$ cat src/rtl/phy_cr_pkg.sv
// Shared types for the PHY control-port handshake master.
// Assumes four strobes in a fixed order that the PHY decodes by position.
package phy_cr_pkg;

    localparam int STROBE_N = 4;

    typedef enum logic [1:0] {
        CMD_ADDR  = 2'b00,
        CMD_WRITE = 2'b01,
        CMD_READ  = 2'b10,
        CMD_NOP   = 2'b11
    } cmd_e;

    // Strobe index: offset from the lowest strobe bit of the control word.
    typedef enum logic [1:0] {
        SB_CAP_ADDR = 2'd0,
        SB_CAP_DATA = 2'd1,
        SB_WRITE    = 2'd2,
        SB_READ     = 2'd3
    } strobe_e;

    // One step of a command: drive a strobe to a level, then wait for ack.
    typedef struct packed {
        strobe_e sel;
        logic    level;
        logic    last;
        logic    no_wait;
        logic    capture;
    } step_t;

    typedef enum logic [1:0] {
        ST_IDLE,
        ST_EDGE,
        ST_WAIT,
        ST_FINISH
    } state_e;

endpackage

$ cat src/rtl/phy_cr_poll_timer.sv
// Poll interval counter.
// Raises tick once every `interval` cycles while run is high (0 acts as 1).
// Assumes interval stays constant between load and the end of the wait.
module phy_cr_poll_timer #(
    parameter int IV_W = 8
) (
    input  logic            clk,
    input  logic            rst_n,
    input  logic            load,
    input  logic            run,
    input  logic [IV_W-1:0] interval,
    output logic            tick
);

    logic [IV_W-1:0] cnt;
    logic [IV_W-1:0] reload;
    logic [IV_W-1:0] iv_eff;

    // Clamp a zero interval to one cycle.
    always_comb iv_eff = (interval == '0) ? IV_W'(1) : interval;

    // Count down, reloading after each tick; park at zero when stopped.
    always_ff @(posedge clk) begin
        if (!rst_n) begin
            cnt    <= '0;
            reload <= IV_W'(1);
        end else if (load) begin
            cnt    <= iv_eff;
            reload <= iv_eff;
        end else if (run) begin
            if (cnt == IV_W'(1)) cnt <= reload;
            else if (cnt != '0) cnt <= cnt - IV_W'(1);
        end else begin
            cnt <= '0;
        end
    end

    // Tick on the last cycle of each interval.
    always_comb tick = run && (cnt == IV_W'(1));

endmodule

$ cat src/rtl/phy_cr_step_dec.sv
// Step decoder: maps (command, step index) to the strobe action of that step.
// A write whose data has bit 0 set ends on the raised write strobe, with no wait.
module phy_cr_step_dec
    import phy_cr_pkg::*;
#(
    parameter int IDX_W = 3
) (
    input  cmd_e             cmd,
    input  logic [IDX_W-1:0] idx,
    input  logic             reset_write,
    output step_t            step,
    output logic             step_valid
);

    // Build the step for the current command and index.
    always_comb begin
        step       = '{sel: SB_CAP_ADDR, level: 1'b0, last: 1'b0, no_wait: 1'b0, capture: 1'b0};
        step_valid = 1'b1;
        unique case (cmd)
            CMD_ADDR: begin
                step.sel   = SB_CAP_ADDR;
                step.level = (idx == IDX_W'(0));
                step.last  = (idx == IDX_W'(1));
            end
            CMD_WRITE: begin
                step.sel   = (idx < IDX_W'(2)) ? SB_CAP_DATA : SB_WRITE;
                step.level = !idx[0];
                if (idx == IDX_W'(2) && reset_write) begin
                    step.last    = 1'b1;
                    step.no_wait = 1'b1;
                end else begin
                    step.last = (idx == IDX_W'(3));
                end
            end
            CMD_READ: begin
                step.sel     = SB_READ;
                step.level   = (idx == IDX_W'(0));
                step.capture = (idx == IDX_W'(0));
                step.last    = (idx == IDX_W'(1));
            end
            default: step_valid = 1'b0;
        endcase
    end

endmodule

$ cat src/rtl/phy_cr_seq.sv
// Command sequencer: accepts one command at a time, runs each strobe step
// through an edge and a bounded acknowledge wait, and reports completion.
// Assumes the timer ticks once per poll and the ack input is synchronous.
module phy_cr_seq
    import phy_cr_pkg::*;
#(
    parameter int DATA_W    = 16,
    parameter int MAX_POLLS = 10,
    parameter int IDX_W     = 3
) (
    input  logic                clk,
    input  logic                rst_n,
    input  logic                req_valid,
    input  cmd_e                req_cmd,
    input  logic [DATA_W-1:0]   req_data,
    input  logic                ack,
    input  logic [DATA_W-1:0]   stat_data,
    input  logic                tick,
    input  step_t               step,
    input  logic                step_valid,
    output cmd_e                cmd_q,
    output logic [DATA_W-1:0]   data_q,
    output logic [IDX_W-1:0]    step_idx,
    output logic                timer_load,
    output logic                timer_run,
    output logic [STROBE_N-1:0] strobes,
    output logic                busy,
    output logic                done,
    output logic                timeout_err,
    output logic [DATA_W-1:0]   rd_data
);

    localparam int PW = $clog2(MAX_POLLS + 1);

    state_e        state;
    logic [PW-1:0] polls;

    // Main command state machine and datapath registers.
    always_ff @(posedge clk) begin
        if (!rst_n) begin
            state       <= ST_IDLE;
            cmd_q       <= CMD_NOP;
            data_q      <= '0;
            step_idx    <= '0;
            polls       <= '0;
            strobes     <= '0;
            timeout_err <= 1'b0;
            rd_data     <= '0;
        end else begin
            unique case (state)
                ST_IDLE: begin
                    if (req_valid) begin
                        cmd_q       <= req_cmd;
                        data_q      <= req_data;
                        step_idx    <= '0;
                        strobes     <= '0;
                        timeout_err <= 1'b0;
                        state       <= ST_EDGE;
                    end
                end
                ST_EDGE: begin
                    polls <= '0;
                    if (!step_valid) begin
                        state <= ST_FINISH;
                    end else begin
                        strobes[step.sel] <= step.level;
                        state <= step.no_wait ? ST_FINISH : ST_WAIT;
                    end
                end
                ST_WAIT: begin
                    if (tick) begin
                        if (ack == step.level) begin
                            if (step.capture) rd_data <= stat_data;
                            if (step.last) begin
                                state <= ST_FINISH;
                            end else begin
                                step_idx <= step_idx + IDX_W'(1);
                                state    <= ST_EDGE;
                            end
                        end else if (polls == PW'(MAX_POLLS - 1)) begin
                            strobes     <= '0;
                            timeout_err <= 1'b1;
                            state       <= ST_FINISH;
                        end else begin
                            polls <= polls + PW'(1);
                        end
                    end
                end
                ST_FINISH: state <= ST_IDLE;
                default:   state <= ST_IDLE;
            endcase
        end
    end

    // State-decoded handshake outputs and timer controls.
    always_comb begin
        busy       = (state != ST_IDLE);
        done       = (state == ST_FINISH);
        timer_load = (state == ST_EDGE);
        timer_run  = (state == ST_WAIT);
    end

endmodule

$ cat src/rtl/phy_cr_master.sv
// Top level of the PHY control-port handshake master.
// Packs the driven value and strobes into the control word and extracts the
// acknowledge and read data from the status word. Assumes ACK_BIT >= DATA_W
// and STROBE_LSB >= DATA_W, so the fields never overlap.
module phy_cr_master
    import phy_cr_pkg::*;
#(
    parameter int DATA_W     = 16,
    parameter int STROBE_LSB = 16,
    parameter int ACK_BIT    = 18,
    parameter int MAX_POLLS  = 10,
    parameter int IV_W       = 8,
    localparam int CTRL_W    = STROBE_LSB + STROBE_N,
    localparam int STAT_W    = ACK_BIT + 1
) (
    input  logic              clk,
    input  logic              rst_n,
    input  logic              req_valid,
    input  logic [1:0]        req_cmd,
    input  logic [DATA_W-1:0] req_data,
    input  logic [IV_W-1:0]   poll_interval,
    output logic              busy,
    output logic              done,
    output logic              timeout_err,
    output logic [DATA_W-1:0] rd_data,
    output logic [CTRL_W-1:0] phy_ctrl,
    input  logic [STAT_W-1:0] phy_stat
);

    localparam int IDX_W = 3;

    cmd_e                cmd_q;
    logic [DATA_W-1:0]   data_q;
    logic [IDX_W-1:0]    step_idx;
    logic                timer_load;
    logic                timer_run;
    logic                tick;
    logic [STROBE_N-1:0] strobes;
    step_t               step;
    logic                step_valid;

    phy_cr_step_dec #(.IDX_W(IDX_W)) u_dec (
        .cmd         (cmd_q),
        .idx         (step_idx),
        .reset_write (data_q[0]),
        .step        (step),
        .step_valid  (step_valid)
    );

    phy_cr_poll_timer #(.IV_W(IV_W)) u_timer (
        .clk      (clk),
        .rst_n    (rst_n),
        .load     (timer_load),
        .run      (timer_run),
        .interval (poll_interval),
        .tick     (tick)
    );

    phy_cr_seq #(
        .DATA_W    (DATA_W),
        .MAX_POLLS (MAX_POLLS),
        .IDX_W     (IDX_W)
    ) u_seq (
        .clk         (clk),
        .rst_n       (rst_n),
        .req_valid   (req_valid),
        .req_cmd     (cmd_e'(req_cmd)),
        .req_data    (req_data),
        .ack         (phy_stat[ACK_BIT]),
        .stat_data   (phy_stat[DATA_W-1:0]),
        .tick        (tick),
        .step        (step),
        .step_valid  (step_valid),
        .cmd_q       (cmd_q),
        .data_q      (data_q),
        .step_idx    (step_idx),
        .timer_load  (timer_load),
        .timer_run   (timer_run),
        .strobes     (strobes),
        .busy        (busy),
        .done        (done),
        .timeout_err (timeout_err),
        .rd_data     (rd_data)
    );

    // Value field of the control word.
    assign phy_ctrl[DATA_W-1:0] = data_q;

    // Strobe field: one bit per strobe, at fixed positions.
    for (genvar i = 0; i < STROBE_N; i++) begin : g_strobe
        assign phy_ctrl[STROBE_LSB + i] = strobes[i];
    end

    // Any gap between the value and strobe fields is tied low.
    if (STROBE_LSB > DATA_W) begin : g_ctrl_gap
        assign phy_ctrl[STROBE_LSB-1:DATA_W] = '0;
    end

    // Status bits between the data and ack fields carry no meaning here.
    if (ACK_BIT > DATA_W) begin : g_stat_gap
        logic unused_stat;
        assign unused_stat = ^phy_stat[ACK_BIT-1:DATA_W];
    end

endmodule

$ cat config.mk
export PLATFORM = sky130hd
export DESIGN_NAME = phy_cr_master
export DESIGN_NICKNAME = d
export VERILOG_FILES = /design/src/rtl/phy_cr_pkg.sv /design/src/rtl/phy_cr_poll_timer.sv /design/src/rtl/phy_cr_step_dec.sv /design/src/rtl/phy_cr_seq.sv /design/src/rtl/phy_cr_master.sv
export SDC_FILE = /design/constraint.sdc
export NUM_CORES = 1
export LEC_CHECK = 0
export BUFFER_PORTS_ARGS = -buffer_cell sky130_fd_sc_hd__buf_2
export CORE_MARGIN = 1.5
export CORE_UTILIZATION = 25
export CTS_BUF_LIST = sky130_fd_sc_hd__clkbuf_16
export DETAILED_ROUTE_END_ITERATION = 10
export SLEW_MARGIN = 20
export SYNTH_ARGS = -nofsm -noshare
export SYNTH_HDL_FRONTEND = slang
export SYNTH_HIERARCHICAL = 1
export SYNTH_SLANG_ARGS = --single-unit
$ cat constraint.sdc
create_clock -name clk -period 6.6 [get_ports clk]
set_input_delay 0.99 -clock clk [delete_from_list [all_inputs] [get_ports clk]]
set_output_delay 0.99 -clock clk [all_outputs]
set_load 0.02 [all_outputs]
==> flow_metrics.py <==
metrics = {
    "final_layout": {
        "layout-drive-gt1-share": 0.2389,
        "final_nets": 502,
        "stdcell_area_mm2": 0.003919,
        "multiInputGateArea_mm2": 0.001663,
        "n_antenna_cell": 0,
        "syn_to_final_growth_pct": 26.85,
        "final-seq-area_mm2": 0.001281,
        "fillers": 1277,
    },
    "floorplan": {
        "dieArea_mm2": 0.01303,
        "num_io_pins": 87,
        "die_w_um": 114.2,
        "start_util": 0.2572,
        "core_area_mm2": 0.01201,
        "row_count": 40,
        "die-height_um": 114.2,
    },
    "timing": {
        "tns_ns": 0,
        "max_freq_mhz": 344.5,
        "finalSetupViolations": 0,
        "final-hold-violation-count": 0,
        "finalCritPeriodShare": 0.4398,
        "finalClockSkew_ns": 0.005930,
        "fin_crit_ns": 2.903,
        "relSlewSlack": 0.3043,
        "worst_pin_slew_ns": 1.038,
        "final_max_slew_viol_count": 0,
        "rsz0062_at_grt": "false",
    },
    "clock_network": {
        "cts.sinks": 64,
        "cts_root_buf": "clkbuf_16",
        "cts_hold_buf": 0,
        "clk_latency_ns": 0.32,
        "clock_tree.buffer_depth": 2,
        "tritoncts": "yes",
        "clkTransAtPathRegs_ns": 0.05,
        "htreeDepth": 3,
        "post-cts-setup-buffer-count": 0,
        "cts-buffers-inserted": 9,
        "cts_resized": 0,
    },
    "worst_setup_path": {
        "worst_path_max_delay_cell": "nor3_2",
        "cp_data_arrival_time_ns": 3.15,
        "critPathRequiredTime_ns": 6.85,
        "path_cells": "nor4_4 > and3_2 > and2_1 > nand3b_4 > nor3_2 > nand2_1 > a21boi_0",
        "worst-setup-path-type": "reg -> reg",
        "cp_top_family": "simple AND/OR/NAND/NOR gates",
        "cp_num_buf_inv": 0,
        "cp-end-kind": "flip-flop",
        "critical_path.max_fanout": 16,
        "cp_slowest_stage_delay_ns": 0.84,
        "start_kind": "flip-flop",
    },
    "global_route": {
        "gr-total-overflow": 0,
        "grt_pass1_wl_mm": 13.02,
        "grt_pass1_vias": 2821,
        "grt_start_max_net_pins": 68,
        "grt_usage": 0.1244,
        "antenna_found_initial": 0,
    },
    "logic_synthesis": {
        "ys_seq_area_frac": 0.4147,
        "async_reset_ff_frac": 0,
        "syn_nets": 424,
        "avgSynthCellArea_um2": 8.349,
        "yosysMostFrequentCell": "nand2_1",
        "ys.flop_type": "dfxtp_1",
        "ys_types": 52,
        "yosys_warnings": 6,
        "ys_seq_elements": 64,
        "synth_enable_flop_cells": 0,
        "synthTopCellsByArea": "dfxtp_1 (41%), nand2_1 (10%), a21boi_0 (6.3%)",
        "synth_top_area_cell": "dfxtp_1",
        "synth_top_area_frac": 0.4147,
        "syn_inst": 370,
        "synth_common_cells": "nand2_1 (82), dfxtp_1 (64), a21boi_0 (26), nand3_1 (21), nor2_1 (15)",
        "syn_area_mm2": 0.003089,
    },
    "pwr": {
        "p_leak_nw": 1.634,
        "irDropWorstVdd_uv": 146.7,
        "powerDensity_mw_per_mm2": 291.9,
    },
    "drt": {
        "final_antenna_net_count": 0,
        "num_vias": 2877,
        "drc": 0,
        "vias_per_cell": 4.803,
        "routed_wl_mm": 7.798,
        "wl_per_cell_um": 13.02,
        "drt_pass1_iterations": 4,
        "drt-initial-drc-count": 163,
    },
    "status": {
        "status": "finished, final reports clean",
    },
    "placement": {
        "postPlaceCellArea_mm2": 0.003616,
        "dp_hpwl_mm": 5.434,
        "io_buffers": 84,
        "place.gp.congestion": 0.7920,
    },
    "hold_path": {
        "hold_path.class": "reg -> reg",
    },
    "job": {
        "maxCapViolCount": 0,
    },
}
kinds of logic after synthesis:
group / Yosys count / share of synthesized area
and+or+nand+nor: 164 / 0.2633
AOI/OAI and AO/OA: 91 / 0.2135
DFF: 64 / 0.4147
buffers and inverters: 33 / 0.04698
muxes: 8 / 0.02592
adders and majority gates: 6 / 0.02430
xor gates and xnor gates: 4 / 0.01134
metrics by stage:
stage / power (mW) / setup slack, ns / hold slack (ns) / instances / utilization
after floorplan: 0.6004 / 4.318 / 0.4482 / 370 / -
after global placement: 0.6573 / 3.782 / 0.4385 / 584 / 0.3010
after detailed placement: 0.6629 / 3.724 / 0.4457 / 584 / 0.3010
after CTS: 1.158 / 3.704 / 0.4534 / 599 / 0.3263
after global routing: 1.204 / 3.413 / 0.4820 / 599 / 0.3263
final: 1.144 / 3.697 / 0.4497 / 599 / 0.3263
cells in the final DEF, fill, tap and decap left out, drive strengths merged, types with 2 or more instances in the layout:
master,instances
nand2,82
nand3b,3
or3,2
a21oi,3
o21a,3
a32o,3
nor3b,2
nand2b,12
mux2i,8
buf,86
nor2,15
nor3,4
nor4,5
a211oi,5
nor4b,2
nor2b,7
o31ai,7
inv,16
and2,3
a21boi,37
dfxtp,64
nand3,21
o31a,2
clkinv,2
ha,6
o22ai,3
clkbuf,9
a31oi,8
xor2,3
or4,2
bufinv,2
o21ai,12
report_power, final:
part / switching [mW] / leakage [nW] / internal, mW
Sequential: 0.0240 / 0.521 / 0.411
Combinational: 0.136 / 0.956 / 0.0851
Clock: 0.165 / 0.158 / 0.324
worst paths after layout:
path                            startpoint                             to  slack, ns  depth (start not counted)
max            u_timer/cnt[4]$_SDFFE_PN0P_  u_seq/rd_data[9]$_SDFFE_PN0P_       3.70                          7
min          u_seq/rd_data[5]$_SDFFE_PN0P_  u_seq/rd_data[5]$_SDFFE_PN0P_       0.45                          2
max reg2reg    u_timer/cnt[4]$_SDFFE_PN0P_  u_seq/rd_data[9]$_SDFFE_PN0P_       3.70                          7
min reg2reg  u_seq/rd_data[5]$_SDFFE_PN0P_  u_seq/rd_data[5]$_SDFFE_PN0P_       0.45                          2
area by class of cell:
class / count / area share
timing repair buffer: 86 / 0.1111
sequential: 64 / 0.3269
clock inverter: 6 / 0.01980
inverter: 14 / 0.01341
multi-input combinational: 273 / 0.4243
clock buffer: 9 / 0.05747
tap: 147 / 0.04693
metal layers:
metal  vias to the layer above  global-route usage  routed length, µm
met2                        85              0.2108               3700
li1                       1457                   -                  -
met3                         9             0.03229                422
met4                         0             0.05500                 87
met5                         -                   0                  0
met1                      1326              0.1485               3588
sequential cells by signal, summed over array words and instances (netlist names):
register           cells
u_seq/step_idx         3
u_seq/state            2
u_seq/timeout_err      1
u_seq/strobes          4
u_seq/rd_data         16
u_seq/data_q          16
u_seq/cmd_q            2
u_seq/polls            4
u_timer/cnt            8
u_timer/reload         8
worst min-delay path, stage by stage (launching register included):
cell      delay [ns]
dfxtp_1         0.30
nand2_1         0.05
a21boi_1        0.05
(Power assumes the default switching activity.)
